**src/rtl/dmaPkg.sv**
```systemverilog
package dmaPkg;
  typedef enum logic [2:0] {
    S_IDLE,
    S_WAIT_DEV,
    S_REQ,
    S_MEM,
    S_PUSH
  } dmaState_t;

  typedef struct packed {
    logic captureDev;
    logic captureMem;
    logic step;
    logic setDone;
  } dmaStrobe_t;
endpackage

```
**src/rtl/dmaPath.sv**
```systemverilog
module dmaPath
  import dmaPkg::*;
#(
  parameter int DATA_W = 16,
  parameter int ADDR_W = 16,
  parameter int DEV_W  = 8,
  parameter int CNT_W  = 16
) (
  input  logic              clk,
  input  logic              rstN,
  input  logic              regWe,
  input  logic              regRe,
  input  logic [1:0]        regAddr,
  input  logic [DATA_W-1:0] regWdata,
  output logic [DATA_W-1:0] regRdata,
  input  logic              busy,
  input  dmaStrobe_t        strobe,
  input  logic [DATA_W-1:0] devRdata,
  input  logic [DATA_W-1:0] memRdata,
  output logic              startReq,
  output logic              dirToDev,
  output logic [DEV_W-1:0]  devAddr,
  output logic [ADDR_W-1:0] memAddr,
  output logic              countZero,
  output logic              lastWord,
  output logic [DATA_W-1:0] bufData,
  output logic              irq
);
  localparam logic [1:0] OFF_CTRL = 2'd0;
  localparam logic [1:0] OFF_DEV  = 2'd1;
  localparam logic [1:0] OFF_MEM  = 2'd2;
  localparam logic [1:0] OFF_CNT  = 2'd3;

  logic [CNT_W-1:0] countReg;
  logic             doneFlag;
  logic             cfgWrite;

  assign cfgWrite  = regWe && !busy;
  assign startReq  = cfgWrite && (regAddr == OFF_CTRL) && regWdata[0];
  assign countZero = (countReg == '0);
  assign lastWord  = (countReg == CNT_W'(1));
  assign irq       = doneFlag;

  always_ff @(posedge clk) begin
    if (!rstN) begin
      dirToDev <= 1'b0;
      devAddr  <= '0;
      memAddr  <= '0;
      countReg <= '0;
    end else if (strobe.step) begin
      memAddr  <= memAddr + ADDR_W'(1);
      countReg <= countReg - CNT_W'(1);
    end else if (cfgWrite) begin
      case (regAddr)
        OFF_CTRL: if (regWdata[0]) dirToDev <= regWdata[1];
        OFF_DEV:  devAddr  <= regWdata[DEV_W-1:0];
        OFF_MEM:  memAddr  <= regWdata[ADDR_W-1:0];
        default:  countReg <= regWdata[CNT_W-1:0];
      endcase
    end
  end

  always_ff @(posedge clk) begin
    if (!rstN) begin
      bufData <= '0;
    end else if (strobe.captureDev) begin
      bufData <= devRdata;
    end else if (strobe.captureMem) begin
      bufData <= memRdata;
    end
  end

  always_ff @(posedge clk) begin
    if (!rstN) begin
      doneFlag <= 1'b0;
    end else if (strobe.setDone) begin
      doneFlag <= 1'b1;
    end else if (regRe && regAddr == OFF_CTRL) begin
      doneFlag <= 1'b0;
    end
  end

  always_comb begin
    regRdata = '0;
    case (regAddr)
      OFF_CTRL: regRdata[2:0] = {doneFlag, busy, dirToDev};
      OFF_DEV:  regRdata = DATA_W'(devAddr);
      OFF_MEM:  regRdata = DATA_W'(memAddr);
      default:  regRdata = DATA_W'(countReg);
    endcase
  end

  AST_ADDR_STEP: assert property (@(posedge clk) disable iff (!rstN)
    strobe.step |=> memAddr == $past(memAddr) + ADDR_W'(1));

  AST_CFG_FROZEN: assert property (@(posedge clk) disable iff (!rstN)
    busy && $past(busy) |-> $stable(dirToDev) && $stable(devAddr));

  AST_IRQ_HOLD: assert property (@(posedge clk) disable iff (!rstN)
    irq && !(regRe && regAddr == OFF_CTRL) |=> irq);
endmodule

```
**src/rtl/dmaCtrl.sv**
```systemverilog
module dmaCtrl
  import dmaPkg::*;
(
  input  logic       clk,
  input  logic       rstN,
  input  logic       startReq,
  input  logic       countZero,
  input  logic       lastWord,
  input  logic       dirToDev,
  input  logic       devReady,
  input  logic       busGrant,
  output logic       busy,
  output logic       busReq,
  output logic       memEn,
  output logic       memWe,
  output logic       devAck,
  output dmaStrobe_t strobe
);
  dmaState_t state, stateNext;

  always_ff @(posedge clk) begin
    if (!rstN) state <= S_IDLE;
    else       state <= stateNext;
  end

  always_comb begin
    stateNext = state;
    strobe    = '0;
    busReq    = 1'b0;
    memEn     = 1'b0;
    memWe     = 1'b0;
    devAck    = 1'b0;
    case (state)
      S_IDLE: begin
        if (startReq) begin
          if (countZero) strobe.setDone = 1'b1;
          else           stateNext = S_WAIT_DEV;
        end
      end
      S_WAIT_DEV: begin
        if (devReady) begin
          if (!dirToDev) begin
            strobe.captureDev = 1'b1;
            devAck = 1'b1;
          end
          stateNext = S_REQ;
        end
      end
      S_REQ: begin
        busReq = 1'b1;
        if (busGrant) stateNext = S_MEM;
      end
      S_MEM: begin
        busReq = 1'b1;
        memEn  = 1'b1;
        memWe  = !dirToDev;
        strobe.step = 1'b1;
        strobe.captureMem = dirToDev;
        if (dirToDev) begin
          stateNext = S_PUSH;
        end else if (lastWord) begin
          strobe.setDone = 1'b1;
          stateNext = S_IDLE;
        end else begin
          stateNext = S_WAIT_DEV;
        end
      end
      S_PUSH: begin
        devAck = 1'b1;
        if (countZero) begin
          strobe.setDone = 1'b1;
          stateNext = S_IDLE;
        end else begin
          stateNext = S_WAIT_DEV;
        end
      end
      default: stateNext = S_IDLE;
    endcase
  end

  assign busy = (state != S_IDLE);

  AST_REQ_UNTIL_GRANT: assert property (@(posedge clk) disable iff (!rstN)
    busReq && !busGrant |=> busReq);

  AST_MEM_AFTER_GRANT: assert property (@(posedge clk) disable iff (!rstN)
    memEn |-> $past(busReq && busGrant));

  AST_ONE_WORD: assert property (@(posedge clk) disable iff (!rstN)
    memEn |=> !busReq && !memEn);

  AST_ACK_BEFORE_REQ: assert property (@(posedge clk) disable iff (!rstN)
    $rose(busReq) && !dirToDev |-> $past(devAck));

  AST_EMPTY_NO_BUS: assert property (@(posedge clk) disable iff (!rstN)
    startReq && countZero && !busy |=> !busReq && !busy);
endmodule

```
**src/rtl/dmaEngine.sv**
```systemverilog
module dmaEngine
  import dmaPkg::*;
#(
  parameter int DATA_W = 16,
  parameter int ADDR_W = 16,
  parameter int DEV_W  = 8,
  parameter int CNT_W  = 16
) (
  input  logic              clk,
  input  logic              rstN,
  input  logic              regWe,
  input  logic              regRe,
  input  logic [1:0]        regAddr,
  input  logic [DATA_W-1:0] regWdata,
  output logic [DATA_W-1:0] regRdata,
  output logic              irq,
  output logic              busReq,
  input  logic              busGrant,
  output logic              memEn,
  output logic              memWe,
  output logic [ADDR_W-1:0] memAddr,
  output logic [DATA_W-1:0] memWdata,
  input  logic [DATA_W-1:0] memRdata,
  output logic [DEV_W-1:0]  devAddr,
  input  logic              devReady,
  input  logic [DATA_W-1:0] devRdata,
  output logic              devAck,
  output logic [DATA_W-1:0] devWdata
);
  dmaStrobe_t        strobe;
  logic              busy;
  logic              startReq;
  logic              dirToDev;
  logic              countZero;
  logic              lastWord;
  logic [DATA_W-1:0] bufData;

  dmaCtrl uCtrl (
    .clk       (clk),
    .rstN      (rstN),
    .startReq  (startReq),
    .countZero (countZero),
    .lastWord  (lastWord),
    .dirToDev  (dirToDev),
    .devReady  (devReady),
    .busGrant  (busGrant),
    .busy      (busy),
    .busReq    (busReq),
    .memEn     (memEn),
    .memWe     (memWe),
    .devAck    (devAck),
    .strobe    (strobe)
  );

  dmaPath #(
    .DATA_W (DATA_W),
    .ADDR_W (ADDR_W),
    .DEV_W  (DEV_W),
    .CNT_W  (CNT_W)
  ) uPath (
    .clk       (clk),
    .rstN      (rstN),
    .regWe     (regWe),
    .regRe     (regRe),
    .regAddr   (regAddr),
    .regWdata  (regWdata),
    .regRdata  (regRdata),
    .busy      (busy),
    .strobe    (strobe),
    .devRdata  (devRdata),
    .memRdata  (memRdata),
    .startReq  (startReq),
    .dirToDev  (dirToDev),
    .devAddr   (devAddr),
    .memAddr   (memAddr),
    .countZero (countZero),
    .lastWord  (lastWord),
    .bufData   (bufData),
    .irq       (irq)
  );

  assign memWdata = bufData;
  assign devWdata = bufData;
endmodule

```
**config.mk**
```make
export PLATFORM = sky130hd
export DESIGN_NAME = dmaEngine
export DESIGN_NICKNAME = d
export VERILOG_FILES = /design/src/rtl/dmaPkg.sv /design/src/rtl/dmaPath.sv /design/src/rtl/dmaCtrl.sv /design/src/rtl/dmaEngine.sv
export SDC_FILE = /design/constraint.sdc
export NUM_CORES = 1
export LEC_CHECK = 0
export ABC_AREA = 1
export BUFFER_PORTS_ARGS = -buffer_cell sky130_fd_sc_hd__buf_2
export CAP_MARGIN = 20
export CORE_ASPECT_RATIO = 1.4
export CORE_MARGIN = 2
export CORE_UTILIZATION = 37
export CTS_CLUSTER_DIAMETER = 50
export DETAILED_ROUTE_END_ITERATION = 16
export PLACE_DENSITY = 0.65
export SLEW_MARGIN = 20
export SYNTH_ARGS = -nofsm -noshare
export SYNTH_HDL_FRONTEND = slang
export SYNTH_SLANG_ARGS = --single-unit
```
**constraint.sdc**
```tcl
create_clock -name clk -period 1.4 [get_ports clk]
set_input_delay 0.14 -clock clk [delete_from_list [all_inputs] [get_ports clk]]
set_output_delay 0.14 -clock clk [all_outputs]
set_load 0.005 [all_outputs]
```
# Yosys cells after proc, flatten, opt, wreduce, memory -nomap -nowiden
# Cells that the tools add are included.
# Widths: inputs -> output; s select.
[word_totals] reg_bits=61 input_bits=56 output_inout_bits=77
[classes] n_addsub=2 eq_ne=12 muxes=33 bitwise_logic=1 n_reduce_logical=21
[op_table] cell="$mux 16" n=8
[op_table] cell="$pmux 13 s3" n=1
[op_table] cell="$add 16x1->16 const B" n=1
[op_table] cell="$eq 16x1->1 const B" n=1
[op_table] cell="$logic_not 16->1" n=1
[op_table] cell="$sub 16x1->16 const B" n=1
[op_table] cell="$mux 3" n=5
[op_table] cell="$pmux 3 s5" n=1
[op_table] cell="$mux 1" n=14
[op_table] cell="$pmux 3 s3" n=1
[op_table] cell="$ne 2x2->1 const B" n=4
[op_table] cell="$reduce_and 4->1" n=2
[op_table] cell="$reduce_bool 2->1" n=4
[op_table] cell="$eq 3x2->1 const B" n=2
[op_table] cell="$logic_and 1x1->1" n=4
[op_table] cell="$reduce_and 2->1" n=2
[op_table] cell="$eq 3x1->1 const B" n=1
[op_table] cell="$eq 3x3->1 const B" n=1
[op_table] cell="$logic_not 3->1" n=1
[op_table] cell="$pmux 1 s3" n=1
[op_table] cell="$reduce_and 3->1" n=1
[op_table] cell="$reduce_bool 3->1" n=1
[op_table] cell="$reduce_or 3->1" n=1
[op_table] cell="$eq 2x1->1 const B" n=1
[op_table] cell="other kinds (8)" n=9

# Longest topological paths before layout
[logic_depth] word_depth=8 depth_mapped=10

# By module
# From an unflattened synthesis, not the netlist that was laid out.
[unflattened] cells_unflattened=656 area_unflattened_um2=4053.9
[by_module_without_submodules] module="dmaPath" instances=1 cells_per_inst=591 area_each_um2=3656.0
[by_module_without_submodules] module="dmaCtrl" instances=1 cells_per_inst=49 area_each_um2=277.8
[by_module_without_submodules] module="dmaEngine" instances=1 cells_per_inst=16 area_each_um2=120.1

# Worst setup path after synthesis
# Ideal clock, no wire load.
[synth_timing] path_kind="register to register" startpoint="register uPath.memAddr[1]" endpoint="register uPath.memAddr[6]" setup_ps=109 arrival_ps=1265 path_slack_ps=26 stages_incl_launch_ff=11 path_buffers=0 period_less_slack_ps=1374 cell_sequence="dfxtp_1 > ha_1 > nand2_1 > inv_1 > nand2_1 > nor2_1 > nand2_1 > nand3_1 > o211ai_2 > nand2_1 > inv_1"
[synth_via] elab_chain_cells=2
[synth_lines] item="start: declaration" line_no="dmaPath.sv:23" rtl="output logic [ADDR_W-1:0] memAddr,"
[synth_lines] item="start signal: assignment" line_no="dmaPath.sv:51" rtl="memAddr <= memAddr + ADDR_W'(1);"
[synth_lines] item="start signal: assignment" line_no="dmaPath.sv:57" rtl="OFF_MEM: memAddr <= regWdata[ADDR_W-1:0];"
[synth_lines] item="$add 16x1->16" line_no="dmaPath.sv:51"
[synth_lines] item="$mux 16" line_no="dmaPath.sv:50" rtl="end else if (strobe.step) begin"
# No other way between the ends.
# A chain may end at the register's enable or synchronous reset.

# Final worst setup path
[layout_timing] startpoint="register uPath.memAddr[2]" endpoint="output port regRdata[2]"
[layout_via] elab_chain_cells=1
[layout_lines] item="$pmux 3 s3" line_no="dmaPath.sv:85" rtl="case (regAddr)"
[layout_lines] item="end: declaration" line_no="dmaEngine.sv:15" rtl="output logic [DATA_W-1:0] regRdata,"
# No other way between the ends.

==> out/metrics.cfg <==
[yosys]
syn_inst=625
synthTopCellsByCount=nand2_1, inv_1, dfxtp_1, nand3_1, nor2_1
synth-async-reset-ratio_pct=0
yosys-top-cells-area=dfxtp_1, nand2_1, nand3_1
yosys_warnings=0
synth_cell_type_count=41
synthesis.nets=685
synth.avg_cell_area_um2=6.55
yosysTopAreaCell=dfxtp_1
synth_edf_count=0
seq_area_frac_synth_pct=29.8
syn_area_um2=4090
ys.flop_type=dfxtp_1
synth_most_common_cell=nand2_1
synth_top_area_share_pct=29.8
ys_ff_latch=61

[sta]
slew_viol_final=0
rsz0062_at_grt=true
hold_viol=0
worstMarginPinSlew_ns=0.356
finalSetupViolCount=7
setup_tns_ns=-0.111
holdWs_ns=0.0702
slew_headroom_pct=76.2
fin_crit_sh_pct=103
finalCriticalPeriod_ns=1.45
worst_slack_ns=-0.0462
skew_ns=0.00889
timing.fmax_mhz=691

[critical_path]
path_max_fanout=4
cpPeakStageDelay_ns=0.36
crit_path_end_kind=output port
start_kind=flip-flop
path_cells=inv_4, nor2_4, a221oi_2, o21ai_2, buf_2
worstPathArrival_ns=1.31
worstSetupPathType=flip-flop to output port
worstPathRequired_ns=1.26
slowest_stage=dfxtp_4

[placed_design]
portBuffers=132
place_inst=904
dp_hpwl_mm=10.9
place.gp.congestion=0.901
dpl_cell_area_um2=5050

[pwr]
power_mw=5.64
power_density_nw_per_um2=961
irDropWorstVdd_mv=0.645
cellLeakagePower_nw=2.78

[cells_and_area]
fillers=1085
syn_to_final_growth_pct=43.4
stdcell_count=939
antenna_cells=0
design_area_um2=5870
nets=854
drive_gt1_share_pct=41.9

[global_routing]
grt_max_degree=33
grt_remaining_overflow=0
use_met2_pct=42.3
grtUsageMet1_pct=28.1
track_usage_pct=24.6
grt_pass1_vias=4845
grt_pass1_wl_mm=23.0
grt-busiest-layer=met2
grt_util_met3_pct=6.26
antenna_found_initial=0

[routing]
vias=5024
first_pass_iters=5
antenna_left=0
drt-initial-drc-count=398
drc=0
wire_per_inst_um=15.6
drt_wl_total_mm=14.7
vias_per_cell=5.35

[clocking]
clock_path_buffers=2
insertion_delay_ns=0.33
cts_tree=done
cts_root_buffer=clkbuf_16
cts_inserted_buffers=9
cts.sinks=61
htreeDepth=3
cts.clk_slew.worst_paths_ns=0.06

[die]
rows=45
ios=133
die-area_um2=11900
core-area_um2=10800
fp.dieH_um=128
die_w_um=92.9
start_util_pct=37.9

[job]
drv_cap=0

[status]
violations=negative setup slack
status=finished, violations left

[hold_path]
hp-class=input port to flip-flop

==> through the flow <==
step | utilization, % | setup slack, ns
after floorplan | - | 0.0255
after global placement | 46.7 | -0.0525
after detailed placement | 46.7 | -0.0715
after CTS | 51.4 | -0.0692
after global routing | 54.3 | -0.130
final | 54.3 | -0.0462
==> per-layer routing <==
| metal | vias up | wire length (um) |
|---|---|---|
| li1 | 2405 | - |
| met1 | 2332 | 5700 |
| met2 | 240 | 7400 |
| met3 | 47 | 1050 |
| met4 | 0 | 540 |
| met5 | - | 0 |
==> cell usage in the layout (no fill, tap or decap), types with 14 or more instances in the layout <==
| master | instances |
|---|---|
| nor2_1 | 43 |
| a21oi_2 | 14 |
| nor2_2 | 15 |
| dfxtp_2 | 18 |
| a21oi_1 | 15 |
| o21ai_1 | 21 |
| nand3_1 | 58 |
| buf_2 | 132 |
| a31oi_1 | 27 |
| dfxtp_1 | 41 |
| buf_4 | 45 |
| nand2_1 | 144 |
| inv_1 | 64 |
| nand2_2 | 15 |
==> power by group <==
group          switching (mW)  total (mW)  leakage [nW]  internal, mW
Combinational           0.948        1.65          2.15         0.704
Sequential              0.123        1.99         0.506          1.87
Clock                   0.818        2.00         0.125          1.18
Total                    1.89        5.64          2.78          3.75
==> critical path: cells and delay by family (launching register included) <==
| family | cells | cell delay (ns) |
|---|---|---|
| flops | 1 | 0.36 |
| compound gates | 2 | 0.35 |
| buf+inv | 2 | 0.23 |
| simple gates | 1 | 0.03 |
==> cell type report <==
type | count | area [um2] | area share, %
clock inverters | 4 | 26.3 | 0.448
clock buffers | 11 | 233 | 3.97
repair buffers | 193 | 1260 | 21.4
inverters | 79 | 329 | 5.61
well taps | 141 | 176 | 3.01
flip-flops and latches | 61 | 1250 | 21.3
multi-input cells | 450 | 2590 | 44.2
==> flip-flops by register name, indices dropped and copies added (netlist names) <==
| name | flops |
|---|---|
| uPath.bufData | 16 |
| uPath.countReg | 16 |
| uPath.dirToDev | 1 |
| uCtrl.state | 3 |
| uPath.devAddr | 8 |
| uPath.memAddr | 16 |
| uPath.irq | 1 |
==> cells by family (layout without fill, tap and decap cells) <==
family	after synthesis	count (layout)	share of synthesized area, %
adder cells (fa/ha/maj)	4	4	1.22
AO/OA/AOI/OAI	123	123	18.8
AND/OR/NAND/NOR	317	321	35.5
XOR/XNOR	2	2	0.428
buffers and inverters	118	287	14.2
flip-flops	61	61	29.8
==> worst paths after layout <==
kind / startpoint / endpoint / slack, ns / cells past startpoint
setup / recovery: uPath.memAddr[2] / regRdata[2] / -0.05 / 5
hold / removal: memRdata[4] / uPath.bufData[4] / 0.07 / 3
setup reg to reg: uCtrl.state[0] / uPath.countReg[15] / 0 / 9
hold reg to reg: uPath.devAddr[7] / uPath.devAddr[7] / 0.52 / 2
==> timing repair <==
item	in CTS	in global routing
hold buffers	0	0
gates resized for setup	34	79
gates cloned	3	1
pin swaps	2	17
setup endpoints to repair	40	68
setup buffers	10	7
Note: power is estimated with default switching activity, not from simulation.
